File: config.mk
export PLATFORM = sky130hd
export DESIGN_NAME = bcd_count_conv
export DESIGN_NICKNAME = d
export VERILOG_FILES = /design/src/rtl/bcdc_pkg.sv /design/src/rtl/bcdc_bin_counter.sv /design/src/rtl/bcdc_dec_counter.sv /design/src/rtl/bcdc_sequencer.sv /design/src/rtl/bcd_count_conv.sv
export SDC_FILE = /design/constraint.sdc
export NUM_CORES = 1
export LEC_CHECK = 0
export ABC_AREA = 1
export BUFFER_PORTS_ARGS = -buffer_cell sky130_fd_sc_hd__buf_2
export CAP_MARGIN = 20
export CELL_PAD_IN_SITES_DETAIL_PLACEMENT = 1
export CELL_PAD_IN_SITES_GLOBAL_PLACEMENT = 1
export CORE_ASPECT_RATIO = 0.5
export CORE_MARGIN = 4
export CORE_UTILIZATION = 39
export CTS_CLUSTER_SIZE = 28
export DETAILED_ROUTE_END_ITERATION = 6
export GPL_TIMING_DRIVEN = 1
export PLACE_DENSITY = 0.9
export SETUP_SLACK_MARGIN = 0.2
export SLEW_MARGIN = 20
export SYNTH_ARGS = -nofsm -noshare
export SYNTH_HDL_FRONTEND = slang
export SYNTH_SLANG_ARGS = --single-unit
File: constraint.sdc
create_clock -name clk -period 2.4 [get_ports clk]
set_input_delay 0.36 -clock clk [delete_from_list [all_inputs] [get_ports clk]]
set_output_delay 0.36 -clock clk [all_outputs]
set_load 0.01 [all_outputs]
File: src/rtl/bcdc_pkg.sv
// Package: shared digit type and helpers for the counting converter.
// Assumes a decimal digit is a 4-bit code holding 0..9.
package bcdc_pkg;

    typedef logic [3:0] digit_t;

    localparam digit_t DIGIT_MAX = 4'd9;

    // Saturate a loaded digit code so the decimal down-count stays defined.
    function automatic digit_t clamp_digit(input digit_t d);
        return (d > DIGIT_MAX) ? DIGIT_MAX : d;
    endfunction

endpackage

File: src/rtl/bcdc_bin_counter.sv
// Module: loadable binary up/down counter.
// Does: loads a value, or steps by one in the chosen direction when
// enabled; reports when the count is zero.
// Assumes: load has priority over step; wrap-around is never reached in use.
module bcdc_bin_counter #(
    parameter int W = 10
) (
    input  logic         clk,
    input  logic         rst_n,
    input  logic         load,
    input  logic [W-1:0] load_val,
    input  logic         step,
    input  logic         up,
    output logic [W-1:0] count,
    output logic         is_zero
);

    // Count register: reset, load, or step by one.
    always_ff @(posedge clk) begin
        if (!rst_n) begin
            count <= '0;
        end else if (load) begin
            count <= load_val;
        end else if (step) begin
            count <= up ? count + W'(1) : count - W'(1);
        end
    end

    // Zero detect feeding the terminal-count logic.
    always_comb begin
        is_zero = (count == '0);
    end

endmodule

File: src/rtl/bcdc_dec_counter.sv
// Module: cascaded decimal up/down counter of DIGITS digits.
// Does: each digit wraps 9->0 counting up, or 0->9 counting down, and
// passes a ripple enable to the next higher digit. Loaded digits
// above 9 saturate to 9.
// Assumes: load has priority over step; digit 0 sits in bits [3:0].
module bcdc_dec_counter
    import bcdc_pkg::*;
#(
    parameter int DIGITS = 3
) (
    input  logic                clk,
    input  logic                rst_n,
    input  logic                load,
    input  logic [4*DIGITS-1:0] load_val,
    input  logic                step,
    input  logic                up,
    output logic [4*DIGITS-1:0] count,
    output logic                is_zero
);

    logic [DIGITS-1:0] ripple;

    assign ripple[0] = step;

    for (genvar i = 0; i < DIGITS; i++) begin : g_digit
        digit_t cur;
        digit_t nxt;

        // Next digit value for one step in the current direction.
        always_comb begin
            if (up) begin
                nxt = (cur == DIGIT_MAX) ? 4'd0 : cur + 4'd1;
            end else begin
                nxt = (cur == 4'd0) ? DIGIT_MAX : cur - 4'd1;
            end
        end

        // Digit register: reset, saturating load, or rippled step.
        always_ff @(posedge clk) begin
            if (!rst_n) begin
                cur <= '0;
            end else if (load) begin
                cur <= clamp_digit(load_val[4*i +: 4]);
            end else if (ripple[i]) begin
                cur <= nxt;
            end
        end

        assign count[4*i +: 4] = cur;

        if (i < DIGITS - 1) begin : g_carry
            // Pass the step upward when this digit wraps.
            assign ripple[i+1] = ripple[i] &
                                 (up ? (cur == DIGIT_MAX) : (cur == 4'd0));
        end
    end

    // All-digits-zero detect for terminal count.
    always_comb begin
        is_zero = (count == '0);
    end

endmodule

File: src/rtl/bcdc_sequencer.sv
// Module: reload sequencer for the counting converter.
// Does: turns the source zero-detect into an active-low terminal-count
// flag, registers it into the preset-enable flip-flop, gates counting,
// and raises capture and a registered done strobe.
// Assumes: preset-enable is asserted out of reset so the first edge loads.
module bcdc_sequencer (
    input  logic clk,
    input  logic rst_n,
    input  logic src_zero,
    output logic preset_en,
    output logic step,
    output logic capture,
    output logic done
);

    logic term_n;

    // Active-low terminal count and the derived strobes.
    always_comb begin
        term_n  = ~src_zero;
        capture = ~term_n & ~preset_en;
        step    = term_n & ~preset_en;
    end

    // Preset-enable flip-flop: asserts one edge after terminal count.
    always_ff @(posedge clk) begin
        if (!rst_n) begin
            preset_en <= 1'b1;
        end else begin
            preset_en <= ~term_n & ~preset_en;
        end
    end

    // Done strobe: high in the cycle the output register updates.
    always_ff @(posedge clk) begin
        if (!rst_n) begin
            done <= 1'b0;
        end else begin
            done <= capture;
        end
    end

endmodule

File: src/rtl/bcd_count_conv.sv
// Module: continuous binary<->BCD converter built from lockstep counters.
// Does: on each preset-enable edge loads the source counter from the
// selected input and clears the destination; both step until the
// source is zero; the result is latched with a done strobe; repeats.
// Assumes: inputs are stable around the load edge; mode is sampled there.
module bcd_count_conv #(
    parameter int BIN_W  = 8,
    parameter int DIGITS = 3
) (
    input  logic                        clk,
    input  logic                        rst_n,
    input  logic                        mode,
    input  logic [BIN_W-1:0]            bin_in,
    input  logic [4*DIGITS-1:0]         bcd_in,
    output logic [4*DIGITS-1:0]         bcd_out,
    output logic [$clog2(10**DIGITS)-1:0] bin_out,
    output logic                        done
);

    localparam int BCD_W = 4 * DIGITS;
    localparam int CNT_W = $clog2(10**DIGITS);

    logic             mode_q;
    logic             preset_en;
    logic             step;
    logic             capture;
    logic             src_zero;
    logic [CNT_W-1:0] bin_cnt;
    logic [BCD_W-1:0] dec_cnt;
    logic             bin_zero;
    logic             dec_zero;
    logic [CNT_W-1:0] bin_load;
    logic [BCD_W-1:0] dec_load;

    // Direction register: sampled together with the counter load.
    always_ff @(posedge clk) begin
        if (!rst_n) begin
            mode_q <= 1'b0;
        end else if (preset_en) begin
            mode_q <= mode;
        end
    end

    // Load values: the source takes the input, the destination clears.
    always_comb begin
        bin_load = mode ? '0 : CNT_W'(bin_in);
        dec_load = mode ? bcd_in : '0;
        src_zero = mode_q ? dec_zero : bin_zero;
    end

    bcdc_bin_counter #(
        .W (CNT_W)
    ) u_bin (
        .clk      (clk),
        .rst_n    (rst_n),
        .load     (preset_en),
        .load_val (bin_load),
        .step     (step),
        .up       (mode_q),
        .count    (bin_cnt),
        .is_zero  (bin_zero)
    );

    bcdc_dec_counter #(
        .DIGITS (DIGITS)
    ) u_dec (
        .clk      (clk),
        .rst_n    (rst_n),
        .load     (preset_en),
        .load_val (dec_load),
        .step     (step),
        .up       (~mode_q),
        .count    (dec_cnt),
        .is_zero  (dec_zero)
    );

    bcdc_sequencer u_seq (
        .clk       (clk),
        .rst_n     (rst_n),
        .src_zero  (src_zero),
        .preset_en (preset_en),
        .step      (step),
        .capture   (capture),
        .done      (done)
    );

    // Output register: holds both counters from the end of a conversion.
    always_ff @(posedge clk) begin
        if (!rst_n) begin
            bcd_out <= '0;
            bin_out <= '0;
        end else if (capture) begin
            bcd_out <= dec_cnt;
            bin_out <= bin_cnt;
        end
    end

endmodule

---- After elaboration in Yosys (flattened, before gate mapping) ----
Cells that the tools add are included.
operators by class
  add/sub/neg operators ................... 8
  $lt $le $gt $ge ......................... 3
  equality and inequality tests ........... 3
  mux-type cells .......................... 26
  bitwise operators ....................... 6
  reduce and logical (&&, ||, !) cells .... 8
operators by type and width
  kind                                                  count
  two-way mux 4 bit                                     18
  two-way mux 10 bit                                    3
  adder 4 x 1 -> 4 bit, second input constant           3
  equality test 4 bit, second input constant            3
  greater-than comparator 4 bit, second input constant  3
  logical NOT 12 bit                                    1
  logical NOT 4 bit                                     3
  two-way mux 12 bit                                    1
  subtractor 4 x 1 -> 4 bit, second input constant      3
  adder 10 x 1 -> 10 bit, second input constant         1
  logical NOT 10 bit                                    1
  subtractor 10 x 1 -> 10 bit, second input constant    1
  two-way mux 8 bit                                     1
  nonzero test 2 bit                                    3
  AND 1 bit                                             4
  two-way mux 1 bit                                     3
  NOT 1 bit                                             2
storage, ports and cells
  register bits after elaboration ......... 47
  input bits .............................. 23
  output and inout bits ................... 23
  logic and storage cells ................. 63

---- Logic depth before layout (Yosys ltp) ----
Gate-level depths: netlist of run 1.
  depth after elaboration ................. 8
  gate-level depth with buffers ........... 12
  mapped depth without buffers ............ 12

---- Modules after synthesis ----
From an unflattened synthesis of run 1, not the netlist that was laid out.
second synthesis, totals
  cell total of the unflattened synthesis .. 528
  area total of the unflattened synthesis .. 3,198.1 um2
modules (own cells, without submodules)
  module            instances  cells each  area each (um2)  seq. area each (um2)
  bcd_count_conv    1          192         1,139.8          460.4
  bcdc_dec_counter  1          196         1,096.1          240.2
  bcdc_bin_counter  1          131         890.9            200.2
  bcdc_sequencer    1          9           71.3             40.0

---- Worst setup path before layout of run 1 ----
No wires, ideal clock.
  kind .................................... flip-flop to flip-flop
  start ................................... reg mode_q
  end ..................................... reg u_bin.count[5]
  library setup time ...................... 0.058 ns
  arrival time ............................ 1.592 ns
  required time ........................... 2.342 ns
  path slack .............................. 0.749 ns
  stages on the path, launching flop included .. 12
  buffers on the path ..................... 0
  clock period less this slack ............ 1.651 ns
  cells stage by stage .................... dfxtp_1 inv_2 ha_1 nand2_1 nand3_1 nand2_1 nand2_1 nand2_1 nand2_1 o21ai_0 nand2_1 nand2_1
between the ends
  cells in the longest elaborated chain, start to end .. 4
  elaborated cells between the ends (all ways) .. 7
  those cells by class .................... 4 x mux; 2 x bitwise; 1 x reduce/logical
ends and longest elaborated chain
  what                          RTL line                RTL
  from (decl)                   bcd_count_conv.sv:23    logic mode_q;
  from (signal assigned)        bcd_count_conv.sv:40    mode_q <= mode;
  two-way mux 1 bit             bcd_count_conv.sv:48    src_zero = mode_q ? dec_zero : bin_zero;
  NOT 1 bit                     bcdc_sequencer.sv:20    term_n = ~src_zero;
  AND 1 bit                     bcdc_sequencer.sv:22    step = term_n & ~preset_en;
  nonzero test 2 bit (no line)  -
  to (signal assigned)          bcdc_bin_counter.sv:23  count <= load_val;
  to (signal assigned)          bcdc_bin_counter.sv:25  count <= up ? count + W'(1) : count - W'(1);
  to (decl)                     bcdc_bin_counter.sv:14  output logic [W-1:0] count,
Parallel ways exist; a longest one is shown, timed or not. The select of a mux whose other input is x is not followed.
A chain may end at the register's enable or synchronous reset.

---- Final worst setup path of run 1 ----
  start ................................... reg mode_q
  end ..................................... reg u_bin.count[7]
Same word-level chain as after synthesis.

==> impl_metrics.json, run 1 <==
{
  "synth_common_cells": "nand2_1, nor2_1, dfxtp_1",
  "dp_hpwl_um": 6000,
  "clkLatencyLatePin_ns": 0.29,
  "cts_setup_buffers": 0,
  "synth_top_area_cell": "dfxtp_1",
  "min_period_over_period_pct": 75.7,
  "portBuffers": 45,
  "finClkSkew_ns": 0.00318,
  "ys.flop_type": "dfxtp_1",
  "path_cells": "inv_2 -> ha_1 -> nand3_1 -> nand3_1 -> nand3_1 -> nand2_1 -> nand2_1 -> nand3_1 -> nand2_1 -> nand2_1 -> nand2_1",
  "critPathLaunch": "mode_q",
  "ios": 46,
  "start_util_pct": 40.5,
  "p_sw_share_pct": 44.2,
  "synth.avg_cell_area_um2": 6.37,
  "grt_pass1_wl_um": 13300,
  "p_int_mw": 2.22,
  "drt-total-wl_um": 8020,
  "cp.required_ns": 2.59,
  "n_antenna_cell": 0,
  "cp_max_fo": 17,
  "cts_tree": "yes",
  "p_total_mw": 3.99,
  "crit_path_frequent_cell": "nand2_1",
  "worstSetupPathType": "register to register",
  "ys_seq_area_share_pct": 34.4,
  "clock_path_buffers": 2,
  "power.share.sequential_pct": 28.3,
  "grt_pass1_vias": 2949,
  "ir_drop_v": 0.000328,
  "p_per_area_mw_per_mm2": 1230,
  "netlist_area_mm2": 0.00273,
  "worstMarginPinSlew_ns": 0.744,
  "dieArea_mm2": 0.00849,
  "synth_warnings": 0,
  "fin_tns_setup_ns": 0,
  "vias": 2850,
  "track_usage_pct": 19.3,
  "core_area_mm2": 0.00675,
  "pwr-share-clk_pct": 23.2,
  "overflow": 0,
  "rows": 21,
  "status": "completed",
  "path_clk_slew_ns": 0.07,
  "synth.most_common_cell": "nand2_1",
  "gp_congestion": 0.823,
  "hp-class": "primary input to register",
  "nets": 508,
  "finalHoldViolCount": 0,
  "cp_slowest_cell": "ha_1",
  "die_w_um": 126,
  "grt_antenna_before_repair": 0,
  "htreeDepth": 2,
  "synth_seq_cells": 47,
  "grt_max_degree": 20,
  "wire_per_inst_um": 14.1,
  "drc_errors": 0,
  "drt_iter0_markers": 136,
  "synth_edf_count": 0,
  "synth.distinct_cells": 28,
  "holdCritStartpoint": "bcd_in[3]",
  "synthCells": 429,
  "cp.arrival_ns": 2.01,
  "cts-root-buf": "clkbuf_16",
  "endpoint_kind": "register",
  "die_h_um": 67.2,
  "drv_slew": 0,
  "synth_top_area_share_pct": 34.4,
  "ys_async_sr_fraction_pct": 0,
  "area_delta_synth_final_pct": 18.8,
  "period_minus_slack_ns": 1.82,
  "reg2reg_from": "mode_q",
  "numCtsBuffers": 5,
  "p_leak_nw": 1.71,
  "max_stage_delay_ns": 0.44,
  "rsz0062_at_grt": "no",
  "dr.pass1.iters": 4,
  "synthTopCellsByArea": "dfxtp_1, nand2_1, nor2_1, inv_1, nand3_1",
  "synth_nets": 461,
  "cts_hold_buf": 0,
  "final_antenna_net_count": 0,
  "finalSetupViolCount": 0,
  "maxCapViolCount": 0,
  "p_comb_share_pct": 48.5,
  "viasPerCell": 5.01,
  "cts_resized": 0,
  "timing.fmax_mhz": 550,
  "maxSlewHeadroom_pct": 50.2,
  "numClockSinks": 47,
  "crit_path_start_kind": "register",
  "drive_gt1_share_pct": 15.9,
  "p_switching_mw": 1.76
}
-- registers in the layout (all words and copies together), names as in the netlist --
register	count
u_seq.done	1
bin_out	10
u_bin.count	10
mode_q	1
u_seq.preset_en	1
bcd_out	12
u_dec.g_digit.cur	12
-- path summary, 6_finish.rpt --
kind	end	slack [ns]	cells past startpoint
setup / recovery	u_bin.count[7]	0.58	11
hold reg to reg	bcd_out[1]	0.44	2
setup reg to reg	u_bin.count[7]	0.58	11
hold / removal	u_dec.g_digit[0].cur[3]	0.33	3
-- routing by layer --
| layer | up-vias | GRT usage, % | share of wire (%) | wire, um |
|---|---|---|---|---|
| met4 | 0 | 6.28 | 1.5 | 119 |
| met5 | - | 0 | 0 | 0 |
| met2 | 31 | 35.9 | 49 | 3890 |
| li1 | 1453 | - | - | - |
| met1 | 1357 | 23.1 | 47 | 3810 |
| met3 | 9 | 3.16 | 2.5 | 200 |
-- worst max-delay path, delay by kind of cell (launching register included) --
family                   cells  cell delay, ns
AND/OR/NAND/NOR              9            0.77
buffers and inverters        1            0.16
adder cells (fa/ha/maj)      1            0.44
flip-flops                   1            0.34
-- cell usage in the layout, fill, tap and decap left out, drive strengths merged --
| cell | netlist | routed |
|---|---|---|
| nor3 | 2 | 2 |
| xor2 | 6 | 6 |
| inv | 46 | 46 |
| nand3b | 2 | 2 |
| clkinvlp | 0 | 1 |
| clkbuf | 5 | 5 |
| o21a | 1 | 1 |
| fa | 1 | 1 |
| buf | 4 | 49 |
| o21ai | 40 | 40 |
| nand3 | 30 | 30 |
| nand2 | 161 | 161 |
| dfxtp | 47 | 47 |
| o221ai | 1 | 1 |
| ha | 8 | 8 |
| bufinv | 0 | 2 |
| nand4 | 5 | 5 |
| nor2 | 55 | 55 |
| a21oi | 13 | 13 |
| xnor2 | 2 | 2 |
-- metrics by stage --
stage | hold slack, ns | cells | area, um2 | worst slack (ns) | utilization, %
3_5_place_dp | 0.432 | 561 | 3050 | 0.590 | 45.2
2_1_floorplan | 0.468 | 429 | 2730 | 0.749 | -
3_3_place_gp | 0.427 | 561 | 3050 | 0.662 | 45.2
4_1_cts | 0.335 | 569 | 3250 | 0.568 | 48.1
6_report | 0.326 | 569 | 3250 | 0.583 | 48.1
5_1_grt | 0.343 | 569 | 3250 | 0.395 | 48.1
-- logic make-up (layout without fill, tap and decap cells) --
family          Yosys count  after routing  share of synthesized area, %
simple gates            255            255                          39.0
flops                    47             47                          34.4
xor+xnor                  8              8                          2.56
buf+inv                  55            103                          8.20
compound gates           55             55                          11.4
fa+ha+maj                 9              9                          4.40
-- area by class of cell --
class,count,area [um2]
Sequential cell,47,941
Fill cell,933,3510
Clock inverter,3,67.6
Multi-Input combinational cell,327,1570
Clock buffer,5,125
Inverter,46,175
Tap cell,92,115
Timing Repair Buffer,49,255
-- power groups by stage --
stage	Clock [mW]	Combinational (mW)	Sequential, mW
after floorplan	0	1.44	1.12
after global placement	0	1.82	1.13
after detailed placement	0	1.91	1.14
after CTS	0.924	1.95	1.13
after global routing	0.957	2.21	1.15
final	0.924	1.94	1.13
Note: power is estimated with default switching activity, not from simulation.
==> inputs of run 2 (changes only) <==
- clock period: 2.4 -> 1.8 ns (I/O delays scaled with it)
==> impl_metrics.json, run 2 (same netlist as run 1, synthesis figures left out) <==
{
  "grt_max_degree": 21,
  "violations": "setup timing",
  "overflow": 0,
  "final_common_cell": "nand2_1",
  "path_cells": "clkinv_8 -> ha_4 -> nand2_1 -> nand2_1 -> inv_1 -> nand2_1 -> nand2_1 -> nand3_2 -> nand2_1 -> nand3_1 -> a21oi_1",
  "finalSetupViolCount": 3,
  "p_total_mw": 6.72,
  "cp.arrival_ns": 2.09,
  "finalHoldViolCount": 0,
  "cts_tree": "yes",
  "pwr-share-clk_pct": 14.7,
  "die_h_um": 67.2,
  "rows": 21,
  "wire_per_inst_um": 22.6,
  "dieArea_mm2": 0.00849,
  "hp-class": "primary input to register",
  "numClockSinks": 47,
  "fin_ws_ns": -0.0489,
  "worstMarginPinSlew_ns": 0.540,
  "crit_path_frequent_cell": "nand2_1",
  "status": "finished with violations",
  "p_leak_nw": 1.90,
  "top_regs": "bcd_out: 12 flops, u_dec.g_digit.cur: 12 flops",
  "die_w_um": 126,
  "cp.required_ns": 2.04,
  "grt_pass1_vias": 3223,
  "portBuffers": 45,
  "clock_path_buffers": 2,
  "drt_iter0_markers": 349,
  "area_delta_synth_final_pct": 39.8,
  "final_cells": 598,
  "cp_slowest_cell": "dfxtp_4",
  "ir_drop_v": 0.000602,
  "finClkSkew_ns": 0.0114,
  "min_period_over_period_pct": 103,
  "max_stage_delay_ns": 0.42,
  "viasPerCell": 5.85,
  "path_clk_slew_ns": 0.08,
  "endpoint_kind": "register",
  "whs_ns": 0.280,
  "fin_util_pct": 56.6,
  "p_switching_mw": 3.39,
  "dr.pass1.iters": 5,
  "track_usage_pct": 23.7,
  "drv_slew": 0,
  "path_buf_inv": 2,
  "p_sw_share_pct": 50.4,
  "n_fill_cell": 881,
  "numCtsBuffers": 5,
  "cp_top_family": "simple AND/OR/NAND/NOR gates",
  "p_int_mw": 3.33,
  "power.share.sequential_pct": 23.6,
  "crit_path_start_kind": "register",
  "drc_errors": 0,
  "clkLatencyLatePin_ns": 0.31,
  "layout_common_cells": "nand2_1, buf_2, nor2_1",
  "htreeDepth": 2,
  "grt_antenna_before_repair": 0,
  "vias": 3499,
  "gp_congestion": 0.853,
  "rsz0062_at_grt": "yes",
  "worstSetupPathType": "register to register",
  "drt-total-wl_um": 13500,
  "start_util_pct": 40.5,
  "p_per_area_mw_per_mm2": 1760,
  "placed_cells": 569,
  "n_antenna_cell": 0,
  "drive_gt1_share_pct": 32.6,
  "final_antenna_net_count": 0,
  "dp_hpwl_um": 6380,
  "cts-root-buf": "clkbuf_16",
  "maxCapViolCount": 0,
  "grt_pass1_wl_um": 16100,
  "timing.fmax_mhz": 541,
  "maxSlewHeadroom_pct": 63.9,
  "nets": 537,
  "period_minus_slack_ns": 1.85,
  "cp_max_fo": 8,
  "core_area_mm2": 0.00675,
  "ios": 46,
  "p_comb_share_pct": 61.7
}
-- run 2: final timing paths --
kind | start | to | slack, ns | cells past startpoint
hold reg to reg | bin_out[7] | bin_out[7] | 0.45 | 2
setup / recovery | mode_q | u_bin.count[9] | -0.05 | 11
setup reg to reg | mode_q | u_bin.count[9] | -0.05 | 11
hold / removal | bin_in[7] | u_bin.count[7] | 0.28 | 5
-- run 2: what timing repair did --
item | 4_1_cts | 5_1_grt
gates resized for setup | 22 | 64
buffers inserted | 6 | 13
pin swaps | 3 | 26
hold buffers | 0 | 0
gates cloned | 0 | 2
endpoints found under the setup margin | 37 | 45
-- run 2: final cells by class --
| type | instances | area (um2) | area share (%) |
|---|---|---|---|
| clock buffer | 5 | 125 | 3.27 |
| inverter | 46 | 196 | 5.14 |
| clock inverter | 3 | 20.0 | 0.524 |
| tap | 92 | 115 | 3.01 |
| multi-input combinational | 327 | 1860 | 48.7 |
| sequential | 47 | 956 | 25.0 |
| timing repair buffer | 78 | 548 | 14.3 |
-- run 2: stage by stage --
| stage | setup slack (ns) | instance area (um2) | setup TNS [ns] |
|---|---|---|---|
| 2_1_floorplan | 0.260 | 2740 | 0 |
| 4_1_cts | 0.135 | 3450 | 0 |
| 3_3_place_gp | 0.146 | 3140 | 0 |
| 3_5_place_dp | 0.0502 | 3140 | 0 |
| 5_1_grt | -0.164 | 3820 | -1.01 |
| 6_report | -0.0489 | 3820 | -0.116 |
-- run 2: routing by layer --
| layer | up-vias | wire length, um | share of wire (%) | GRT usage, % |
|---|---|---|---|---|
| met1 | 1704 | 5380 | 40 | 28.4 |
| li1 | 1503 | - | - | - |
| met3 | 72 | 1160 | 8.6 | 3.79 |
| met2 | 220 | 6200 | 46 | 44.1 |
| met5 | - | 0 | 0 | 0 |
| met4 | 0 | 757 | 5.6 | 8.02 |
-- run 2: tightest hold or removal path, stage by stage --
cell	delay [ns]
buf_2	0.07
nand2_1	0.05
nand2_1	0.07
nand2_1	0.05
nand2_1	0.05
-- run 2: power groups by stage --
stage / logic, mW / registers [mW] / clock network (mW)
after floorplan: 1.92 / 1.49 / 0
after global placement: 2.55 / 1.49 / 0
after detailed placement: 2.66 / 1.50 / 0
after CTS: 3.00 / 1.51 / 0.951
after global routing: 4.40 / 1.60 / 1.04
final: 4.14 / 1.58 / 0.989
==> inputs of run 3 (changes only) <==
- CTS_CLUSTER_SIZE: 28 -> unset
- clock period: 1.8 -> 1.9 ns (I/O delays scaled with it)
==> impl_metrics.json, run 3 (same netlist as run 1, synthesis figures left out) <==
{
  "grt_pass1_vias": 3265,
  "fin_ws_ns": -0.0335,
  "numCtsBuffers": 5,
  "r2r_cells": 9,
  "dieArea_mm2": 0.00849,
  "area_delta_synth_final_pct": 36.1,
  "p_comb_share_pct": 56.5,
  "crit_path_start_kind": "register",
  "period_minus_slack_ns": 1.93,
  "grt_pass1_wl_um": 16000,
  "rows": 21,
  "numClockSinks": 47,
  "drive_gt1_share_pct": 29.7,
  "worstSetupPathType": "register to register",
  "dr.pass1.iters": 5,
  "wire_per_inst_um": 21.4,
  "final_common_cell": "nand2_1",
  "drt_iter0_markers": 329,
  "min_period_over_period_pct": 102,
  "rsz0062_at_grt": "yes",
  "path_clk_slew_ns": 0.07,
  "drt-total-wl_um": 12600,
  "endpoint_kind": "register",
  "reg2reg_from": "mode_q",
  "status": "finished with violations",
  "power.share.sequential_pct": 24.5,
  "ir_drop_v": 0.000463,
  "grt_antenna_before_repair": 0,
  "drc_errors": 0,
  "min_delay_path_depth": 3,
  "gp_congestion": 0.920,
  "grt_max_degree": 20,
  "p_total_mw": 6.28,
  "finalHoldViolCount": 0,
  "cts_hold_buf": 0,
  "worstMarginPinSlew_ns": 0.555,
  "core_area_mm2": 0.00675,
  "ios": 46,
  "portBuffers": 45,
  "r2r_slack_ns": -0.03,
  "crit_path_end": "u_bin.count[9]",
  "layout_common_cells": "nand2_1, nor2_1, buf_2",
  "p_int_mw": 3.26,
  "maxSlewHeadroom_pct": 62.9,
  "finalSetupViolCount": 1,
  "maxCapViolCount": 0,
  "clock_path_buffers": 2,
  "p_sw_share_pct": 48.2,
  "r2r_end": "u_bin.count[9]",
  "p_switching_mw": 3.03,
  "clkLatencyLatePin_ns": 0.30,
  "die_h_um": 67.2,
  "nets": 526,
  "p_leak_nw": 1.88,
  "critPathLaunch": "mode_q",
  "final_antenna_net_count": 0,
  "timing.fmax_mhz": 517,
  "holdCritStartpoint": "bcd_in[3]",
  "cts_tree": "yes",
  "cp_max_fo": 9,
  "vias": 3365,
  "n_fill_cell": 877,
  "cp.required_ns": 2.12,
  "hp-class": "primary input to register",
  "drv_slew": 0,
  "finClkSkew_ns": 0.00673,
  "n_antenna_cell": 0,
  "die_w_um": 126,
  "whs_ns": 0.288,
  "start_util_pct": 40.5,
  "dp_hpwl_um": 6280,
  "track_usage_pct": 23.6,
  "p_per_area_mw_per_mm2": 1690,
  "pwr-share-clk_pct": 19.0,
  "overflow": 0,
  "cts-root-buf": "clkbuf_16",
  "htreeDepth": 2,
  "top_regs": "bcd_out: 12 flops, u_dec.g_digit.cur: 12 flops",
  "viasPerCell": 5.73,
  "cp.arrival_ns": 2.15,
  "violations": "setup timing"
}
[run 3: changes by cell type in the layout (fill, tap and decap cells not counted), sizes merged]
cell / previous run / this run
buf: 76 / 66
bufinv: 0 / 2
clkbuf: 7 / 6
clkinv: 2 / 0
clkinvlp: 3 / 1
inv: 44 / 46
[run 3: area by class of cell]
type / instances / area [um2] / share of cell area (%)
multi-input combinational: 327 / 1800 / 48.5
sequential: 47 / 951 / 25.6
timing repair buffer: 67 / 467 / 12.6
inverter: 46 / 190 / 5.11
clock buffer: 5 / 125 / 3.36
tap: 92 / 115 / 3.10
clock inverter: 3 / 67.6 / 1.82
[run 3: per-layer routing]
metal  track usage, %  up-vias  part of all wire, %
li1                 -     1484                    -
met5                0        -                    0
met2             42.8      172                   48
met3             4.42       66                  6.2
met1             28.4     1643                   41
met4             8.69        0                  4.5
[run 3: power groups by stage]
stage | Combinational [mW] | Clock, mW | Sequential, mW
2_1_floorplan | 1.82 | 0 | 1.41
3_3_place_gp | 2.34 | 0 | 1.44
3_5_place_dp | 2.46 | 0 | 1.45
4_1_cts | 2.78 | 1.16 | 1.46
5_1_grt | 3.81 | 1.23 | 1.55
6_report | 3.55 | 1.19 | 1.54
[run 3: how the worst min path moves through the flow]
stage | slack (ns) | endpoint
2_1_floorplan | 0.44 | u_dec.g_digit[0].cur[3]
3_3_place_gp | 0.43 | bin_out[5]
3_5_place_dp | 0.44 | bin_out[6]
4_1_cts | 0.26 | u_dec.g_digit[0].cur[3]
5_1_grt | 0.31 | u_dec.g_digit[0].cur[3]
6_report | 0.29 | u_dec.g_digit[0].cur[3]
[run 3: through the flow]
| step | setup TNS [ns] | setup WS [ns] | cells | area, um2 | util, % |
|---|---|---|---|---|---|
| global placement | 0 | 0.205 | 566 | 3100 | 46.0 |
| floorplan | 0 | 0.249 | 429 | 2730 | - |
| finish | -0.0335 | -0.0335 | 587 | 3720 | 55.1 |
| detailed placement | 0 | 0.107 | 566 | 3100 | 46.0 |
| CTS | 0 | 0.188 | 580 | 3430 | 50.8 |
| global route | -0.432 | -0.0626 | 587 | 3720 | 55.1 |
[run 3: worst max-delay path, stage by stage, from the launching register on]
cell and delay [ns]:
dfxtp_4 0.40, inv_8 0.08, ha_1 0.39, nand2_1 0.15, inv_1 0.06, a21oi_1 0.22, nand3_1 0.14, nand2_1 0.09
nand3_1 0.10, a21oi_1 0.20
[run 3: what timing repair did]
| item | 4_1_cts | 5_1_grt |
|---|---|---|
| pin swaps | 3 | 10 |
| resized for setup | 16 | 66 |
| endpoints found under the setup margin | 37 | 44 |
| setup buffers | 6 | 4 |
| cloned | 0 | 3 |
